==> src/rtl/rf_pkg.sv <==
package rf_pkg;
  typedef enum logic {
    RF_FORM_DIRECT  = 1'b0,
    RF_FORM_RETIMED = 1'b1
  } rf_form_e;
endpackage

==> src/rtl/rf_mul.sv <==
module rf_mul #(
  parameter int A_W = 16,
  parameter int B_W = 16,
  localparam int P_W = A_W + B_W
) (
  input  logic signed [A_W-1:0] op_a,
  input  logic signed [B_W-1:0] op_b,
  output logic signed [P_W-1:0] prod
);
  always_comb begin
    prod = P_W'(op_a) * P_W'(op_b);
  end
endmodule

==> src/rtl/rf_history.sv <==
module rf_history #(
  parameter int W = 16
) (
  input  logic                clk,
  input  logic                rst_n,
  input  logic                en,
  input  logic signed [W-1:0] y_new,
  output logic signed [W-1:0] y_d1,
  output logic signed [W-1:0] y_d2
);
  logic signed [W-1:0] d1_nx;
  logic signed [W-1:0] d2_nx;

  always_comb begin
    d1_nx = y_d1;
    d2_nx = y_d2;
    if (en) begin
      d1_nx = y_new;
      d2_nx = y_d1;
    end
  end

  always_ff @(posedge clk or negedge rst_n) begin
    if (!rst_n) begin
      y_d1 <= '0;
      y_d2 <= '0;
    end else begin
      y_d1 <= d1_nx;
      y_d2 <= d2_nx;
    end
  end

  // the older tap receives what the newer tap held
  p_hist_shift_r2: assert property (@(posedge clk) disable iff (!rst_n)
    en |=> (y_d2 == $past(y_d1)));

  // no movement without an accepted sample
  p_hist_hold_r4: assert property (@(posedge clk) disable iff (!rst_n)
    !en |=> ($stable(y_d1) && $stable(y_d2)));
endmodule

==> src/rtl/rf_fb_direct.sv <==
module rf_fb_direct #(
  parameter int W  = 16,
  parameter int CW = 16,
  localparam int PW = W + CW,
  localparam int SW = PW + 1
) (
  input  logic                 clk,
  input  logic                 rst_n,
  input  logic                 en,
  input  logic signed [CW-1:0] coef_a,
  input  logic signed [CW-1:0] coef_b,
  input  logic signed [W-1:0]  y_d1,
  input  logic signed [W-1:0]  y_d2,
  output logic signed [SW-1:0] fb_sum
);
  logic signed [PW-1:0] prod_a;
  logic signed [PW-1:0] prod_b;
  logic signed [SW-1:0] sum_nx;

  rf_mul #(.A_W(CW), .B_W(W)) u_mul_a (.op_a(coef_a), .op_b(y_d1), .prod(prod_a));
  rf_mul #(.A_W(CW), .B_W(W)) u_mul_b (.op_a(coef_b), .op_b(y_d2), .prod(prod_b));

  always_comb begin
    sum_nx = fb_sum;
    if (en) begin
      sum_nx = SW'(prod_a) + SW'(prod_b);
    end
  end

  always_ff @(posedge clk or negedge rst_n) begin
    if (!rst_n) begin
      fb_sum <= '0;
    end else begin
      fb_sum <= sum_nx;
    end
  end

  // the summed term is frozen while no sample is offered
  p_sum_hold_r4: assert property (@(posedge clk) disable iff (!rst_n)
    !en |=> $stable(fb_sum));
endmodule

==> src/rtl/rf_fb_retimed.sv <==
module rf_fb_retimed #(
  parameter int W  = 16,
  parameter int CW = 16,
  localparam int PW = W + CW,
  localparam int SW = PW + 1
) (
  input  logic                 clk,
  input  logic                 rst_n,
  input  logic                 en,
  input  logic signed [CW-1:0] coef_a,
  input  logic signed [CW-1:0] coef_b,
  input  logic signed [W-1:0]  y_d1,
  input  logic signed [W-1:0]  y_d2,
  output logic signed [SW-1:0] fb_sum
);
  logic signed [PW-1:0] prod_a;
  logic signed [PW-1:0] prod_b;
  logic signed [PW-1:0] pa_q;
  logic signed [PW-1:0] pb_q;
  logic signed [PW-1:0] pa_nx;
  logic signed [PW-1:0] pb_nx;

  rf_mul #(.A_W(CW), .B_W(W)) u_mul_a (.op_a(coef_a), .op_b(y_d1), .prod(prod_a));
  rf_mul #(.A_W(CW), .B_W(W)) u_mul_b (.op_a(coef_b), .op_b(y_d2), .prod(prod_b));

  always_comb begin
    pa_nx = pa_q;
    pb_nx = pb_q;
    if (en) begin
      pa_nx = prod_a;
      pb_nx = prod_b;
    end
  end

  always_ff @(posedge clk or negedge rst_n) begin
    if (!rst_n) begin
      pa_q <= '0;
      pb_q <= '0;
    end else begin
      pa_q <= pa_nx;
      pb_q <= pb_nx;
    end
  end

  always_comb begin
    fb_sum = SW'(pa_q) + SW'(pb_q);
  end

  // both delayed products are frozen while no sample is offered
  p_prod_hold_r4: assert property (@(posedge clk) disable iff (!rst_n)
    !en |=> ($stable(pa_q) && $stable(pb_q)));

  // each product register captures the product formed on the accepting cycle
  p_prod_capture_r7: assert property (@(posedge clk) disable iff (!rst_n)
    en |=> (pa_q == $past(prod_a)) && (pb_q == $past(prod_b)));
endmodule

==> src/rtl/rf_recursive_filter.sv <==
module rf_recursive_filter
  import rf_pkg::*;
#(
  parameter int       DATA_W = 16,
  parameter int       COEF_W = 16,
  parameter int       FRAC   = 14,
  parameter rf_form_e FORM   = RF_FORM_RETIMED
) (
  input  logic              clk,
  input  logic              rst_n,
  input  logic              in_valid,
  input  logic [DATA_W-1:0] x_in,
  input  logic [COEF_W-1:0] coef_a,
  input  logic [COEF_W-1:0] coef_b,
  output logic              out_valid,
  output logic [DATA_W-1:0] y_out
);
  localparam int PW = DATA_W + COEF_W;
  localparam int SW = PW + 1;
  localparam int TW = SW + 1;

  logic signed [DATA_W-1:0] x_s;
  logic signed [COEF_W-1:0] ca_s;
  logic signed [COEF_W-1:0] cb_s;
  logic signed [DATA_W-1:0] y_d1;
  logic signed [DATA_W-1:0] y_d2;
  logic signed [DATA_W-1:0] y_next;
  logic signed [SW-1:0]     fb_sum;
  logic signed [SW-1:0]     fb_scaled;
  logic signed [TW-1:0]     total;
  logic                     vld_nx;

  assign x_s  = $signed(x_in);
  assign ca_s = $signed(coef_a);
  assign cb_s = $signed(coef_b);

  generate
    if (FORM == RF_FORM_RETIMED) begin : g_retimed
      rf_fb_retimed #(.W(DATA_W), .CW(COEF_W)) u_fb (
        .clk(clk), .rst_n(rst_n), .en(in_valid),
        .coef_a(ca_s), .coef_b(cb_s),
        .y_d1(y_d1), .y_d2(y_d2), .fb_sum(fb_sum));
    end else begin : g_direct
      rf_fb_direct #(.W(DATA_W), .CW(COEF_W)) u_fb (
        .clk(clk), .rst_n(rst_n), .en(in_valid),
        .coef_a(ca_s), .coef_b(cb_s),
        .y_d1(y_d1), .y_d2(y_d2), .fb_sum(fb_sum));
    end
  endgenerate

  always_comb begin
    fb_scaled = fb_sum >>> FRAC;
    total     = TW'(fb_scaled) + TW'(x_s);
    y_next    = total[DATA_W-1:0];
  end

  rf_history #(.W(DATA_W)) u_hist (
    .clk(clk), .rst_n(rst_n), .en(in_valid),
    .y_new(y_next), .y_d1(y_d1), .y_d2(y_d2));

  always_comb begin
    vld_nx = in_valid;
  end

  always_ff @(posedge clk or negedge rst_n) begin
    if (!rst_n) begin
      out_valid <= 1'b0;
    end else begin
      out_valid <= vld_nx;
    end
  end

  assign y_out = y_d1;

  // a result appears exactly one cycle after an accepted sample
  p_valid_follow_r3: assert property (@(posedge clk) disable iff (!rst_n)
    in_valid |=> out_valid);

  // idle cycle gives no valid and a held output
  p_idle_hold_r4: assert property (@(posedge clk) disable iff (!rst_n)
    !in_valid |=> (!out_valid && $stable(y_out)));

  // the presented result is the value formed on the accepting cycle
  p_result_r3: assert property (@(posedge clk) disable iff (!rst_n)
    in_valid |=> (y_out == $past(y_next)));
endmodule

==> config.mk <==
export PLATFORM = sky130hd
export DESIGN_NAME = rf_recursive_filter
export DESIGN_NICKNAME = d
export VERILOG_FILES = /design/src/rtl/rf_pkg.sv /design/src/rtl/rf_mul.sv /design/src/rtl/rf_history.sv /design/src/rtl/rf_fb_direct.sv /design/src/rtl/rf_fb_retimed.sv /design/src/rtl/rf_recursive_filter.sv
export SDC_FILE = /design/constraint.sdc
export NUM_CORES = 2
export LEC_CHECK = 0
export BUFFER_PORTS_ARGS = -buffer_cell sky130_fd_sc_hd__buf_2
export CORE_MARGIN = 4
export CORE_UTILIZATION = 50
export CTS_CLUSTER_DIAMETER = 100
export DETAILED_ROUTE_END_ITERATION = 12
export PLACE_DENSITY_LB_ADDON = 0.08
export SYNTH_ARGS = -nofsm -noshare
export SYNTH_HDL_FRONTEND = slang
export SYNTH_HIERARCHICAL = 1
export SYNTH_SLANG_ARGS = --single-unit
==> constraint.sdc <==
create_clock -name clk -period 8.3 [get_ports clk]
set_input_delay 0.83 -clock clk [delete_from_list [all_inputs] [get_ports clk]]
set_output_delay 0.83 -clock clk [all_outputs]
set_load 0.005 [all_outputs]
==> impl_results.md <==
- Ordered list of cells on the worst path: nand2_1, fa_1, fa_1, fa_1, inv_1, fa_1, fa_1, inv_1, fa_1, inv_1, ha_1, a211oi_2, nor2_1, or4_4, o21ai_2, o2111ai_2, a21o_1, a311o_1, mux2_2
- Clock latency reported for the late side of the worst-skew pair: 0.35 ns
- Worst setup EP type: flip-flop
- Site Rows: 81
- Number of antenna repair diodes: 0
- Core ar.: 49,150 sq um
- Stage delay of the slowest cell on the critical path: 0.99 ns
- Area growth from synthesis to layout: 4.271%
- Number of standard cells after synthesis: 2,617
- Starting Density: 50.78%
- Buffer count from post-CTS setup fixing: 0
- Clk slew on worst S/H paths: 0.06 ns
- Final slew viol count: 0
- Final net count: 3,378
- Proportion of layout cells with a drive suffix above 1: 8.538%
- Number of buffers created by CTS: 9
- Setup total negative slack: 0 ns
- Maximum level of the CTS H-tree: 3
- Net count of the mapped netlist: 3,387
- Vias after detailed routing: 17,390
- WP data arrival: 7.09 ns
- Number of failing setup endpoints in the final timing report: 0
- Detail Route Antenna Nets: 0
- Height of the chip: 231.4 microns
- Critical Setup Path Class: reg -> reg
- Final critical-path required period: 6.845 ns
- Worst setup slack after layout: 1.455 ns
- Worst relative slew slack: 33.72%
- Master cell of the clock root buffer: sky130_fd_sc_hd__clkbuf_16
- Global-route total usage across every layer: 23.03%
- Status: completed
- Clock Path Buffers: 2
- # Max-Cap Violations: 0
- Total wirelength of the detailed-routed design: 57.61 mm
- Number of buffers inserted by hold repair at cts: 0
- Synth Cell Area: 24,960 sq um
- Vias per cell: 5.308
- Antenna violations before repair: 0
- Routed wire per std cell: 17.59 microns
- Peak clock frequency supported by timing: 146.1 MHz
- Critical path startpoint category: flip-flop
- Largest fanout of any net on the critical path: 19
- Most common cell on crit path: sky130_fd_sc_hd__fa_1
- Leftover overflow at the end of global routing: 0
- Clock tree from TritonCTS: yes
- Actual slew at the worst max-slew pin: 0.9942 ns
- Detailed-routing iteration count for the pre-antenna-repair pass: 5
- Path class of the lowest-slack min-delay path: in -> async
- Count of yosys warnings during synthesis: 6
- Drt initial violations: 1,007
- Post-route clock period utilization: 82.48%
- Via count of the first global-routing pass: 19,040
- Crit path required time: 8.54 ns
- Number of primary I/O pins: 68
- Post-synthesis area per instance: 9.538 sq um
- Residual DRC: 0
- Top delay family on crit path: adder cells
- Largest net degree at the start of global routing: 58
- Setup slack, reg-to-reg: 1.45 ns
- Die extent in x: 231.4 microns
- Placer's final routability congestion estimate: 0.8469
- Hold Vio Cnt, Final: 0
- Global-route wire length before repair: 99.06 mm
- Post-detail-place hpwl: 48.23 mm
- Number of resized instances in the post-cts repair step: 0
- Setup repair after global routing missed its margin: no
- Slowest library cell on the worst path: sky130_fd_sc_hd__dfrtp_1
- Minimum setup slack after placement: 1.240 ns
- Clock Skew: 0.006049 ns
- Sink count of the clock tree: 93
- Buf/Inv on CP: 3
- # port buffers: 67
- Die footprint: 53,560 sq um
==> path summary, 6_finish.rpt <==
kind                                        start  cells past startpoint                       to
max                                u_hist/y_d1[1]                     19  g_retimed.u_fb/pa_q[29]
min                                         rst_n                      1           u_hist/y_d2[4]
max reg2reg                        u_hist/y_d1[1]                     19  g_retimed.u_fb/pa_q[29]
min reg2reg                g_retimed.u_fb/pb_q[0]                      1   g_retimed.u_fb/pb_q[0]
max in group asynchronous                   rst_n                      2           u_hist/y_d2[8]
min in group clk           g_retimed.u_fb/pb_q[0]                      1   g_retimed.u_fb/pb_q[0]
==> stage by stage <==
stage / instance area, sq um / std cells / hold WS, ns / util, %
after global routing: 26030 / 3276 / 0.4600 / 52.95
after detailed placement: 25740 / 3261 / 0.5014 / 52.36
after CTS: 26030 / 3276 / 0.4332 / 52.95
after global placement: 25740 / 3261 / 0.4976 / 52.36
after floorplan: 24960 / 2617 / 0.4849 / -
final: 26030 / 3276 / 0.4370 / 52.95
==> area by class of cell <==
class / count / area [sq um]
Clock inverter: 4 / 48.80
Multi-Input combinational cell: 1862 / 20040
Tap cell: 664 / 830.8
Inverter: 564 / 2117
Sequential cell: 93 / 2327
Timing Repair Buffer: 78 / 422.9
Fill cell: 4548 / 23130
Clock buffer: 11 / 242.7
==> metal layers <==
layer / vias to the layer above / GRT usage, % / wire (microns)
met5: - / 0 / 0
met4: 0 / 4.135 / 1020
met3: 55 / 2.212 / 2124
met2: 323 / 37.84 / 27630
met1: 9046 / 33.92 / 26830
li1: 7966 / - / -
==> worst register-to-register path, stage by stage, from the launching register on <==
cell and delay [ns]:
sky130_fd_sc_hd__dfrtp_1 0.99, sky130_fd_sc_hd__nand2_1 0.17, sky130_fd_sc_hd__fa_1 0.54, sky130_fd_sc_hd__fa_1 0.44, sky130_fd_sc_hd__fa_1 0.52, sky130_fd_sc_hd__inv_1 0.05, sky130_fd_sc_hd__fa_1 0.46, sky130_fd_sc_hd__fa_1 0.54
sky130_fd_sc_hd__inv_1 0.05, sky130_fd_sc_hd__fa_1 0.53, sky130_fd_sc_hd__inv_1 0.04, sky130_fd_sc_hd__ha_1 0.37, sky130_fd_sc_hd__a211oi_2 0.21, sky130_fd_sc_hd__nor2_1 0.10, sky130_fd_sc_hd__or4_4 0.46, sky130_fd_sc_hd__o21ai_2 0.24
sky130_fd_sc_hd__o2111ai_2 0.21, sky130_fd_sc_hd__a21o_1 0.22, sky130_fd_sc_hd__a311o_1 0.34, sky130_fd_sc_hd__mux2_2 0.26
==> sequential cells by signal, summed over array words and instances (netlist names) <==
register,cells
u_hist/y_d2,16
out_valid,1
u_hist/y_d1,16
g_retimed.u_fb/pa_q,30
g_retimed.u_fb/pb_q,30
==> placed cells by master (no fill, tap or decap), types with 7 or more instances in the layout <==
cell type	count
sky130_fd_sc_hd__a211oi_1	14
sky130_fd_sc_hd__a21o_1	38
sky130_fd_sc_hd__a21oi_1	84
sky130_fd_sc_hd__o21bai_1	9
sky130_fd_sc_hd__and2_1	250
sky130_fd_sc_hd__xnor2_1	43
sky130_fd_sc_hd__mux2_4	30
sky130_fd_sc_hd__nand2b_1	12
sky130_fd_sc_hd__o21ai_0	33
sky130_fd_sc_hd__mux2_2	63
sky130_fd_sc_hd__clkbuf_16	9
sky130_fd_sc_hd__nand2_1	297
sky130_fd_sc_hd__buf_4	13
sky130_fd_sc_hd__ha_1	205
sky130_fd_sc_hd__o21a_1	7
sky130_fd_sc_hd__nor3_1	13
sky130_fd_sc_hd__buf_2	65
sky130_fd_sc_hd__a31oi_1	7
sky130_fd_sc_hd__o211ai_1	10
sky130_fd_sc_hd__nor2_1	67
sky130_fd_sc_hd__nand3_1	23
sky130_fd_sc_hd__dfrtp_1	93
sky130_fd_sc_hd__nand4_1	10
sky130_fd_sc_hd__inv_1	564
sky130_fd_sc_hd__fa_1	514
sky130_fd_sc_hd__xor2_1	25
Power is left out: the tool's default activity adds up to more than one toggle a clock period on the data nets, which glitch-free logic cannot reach.
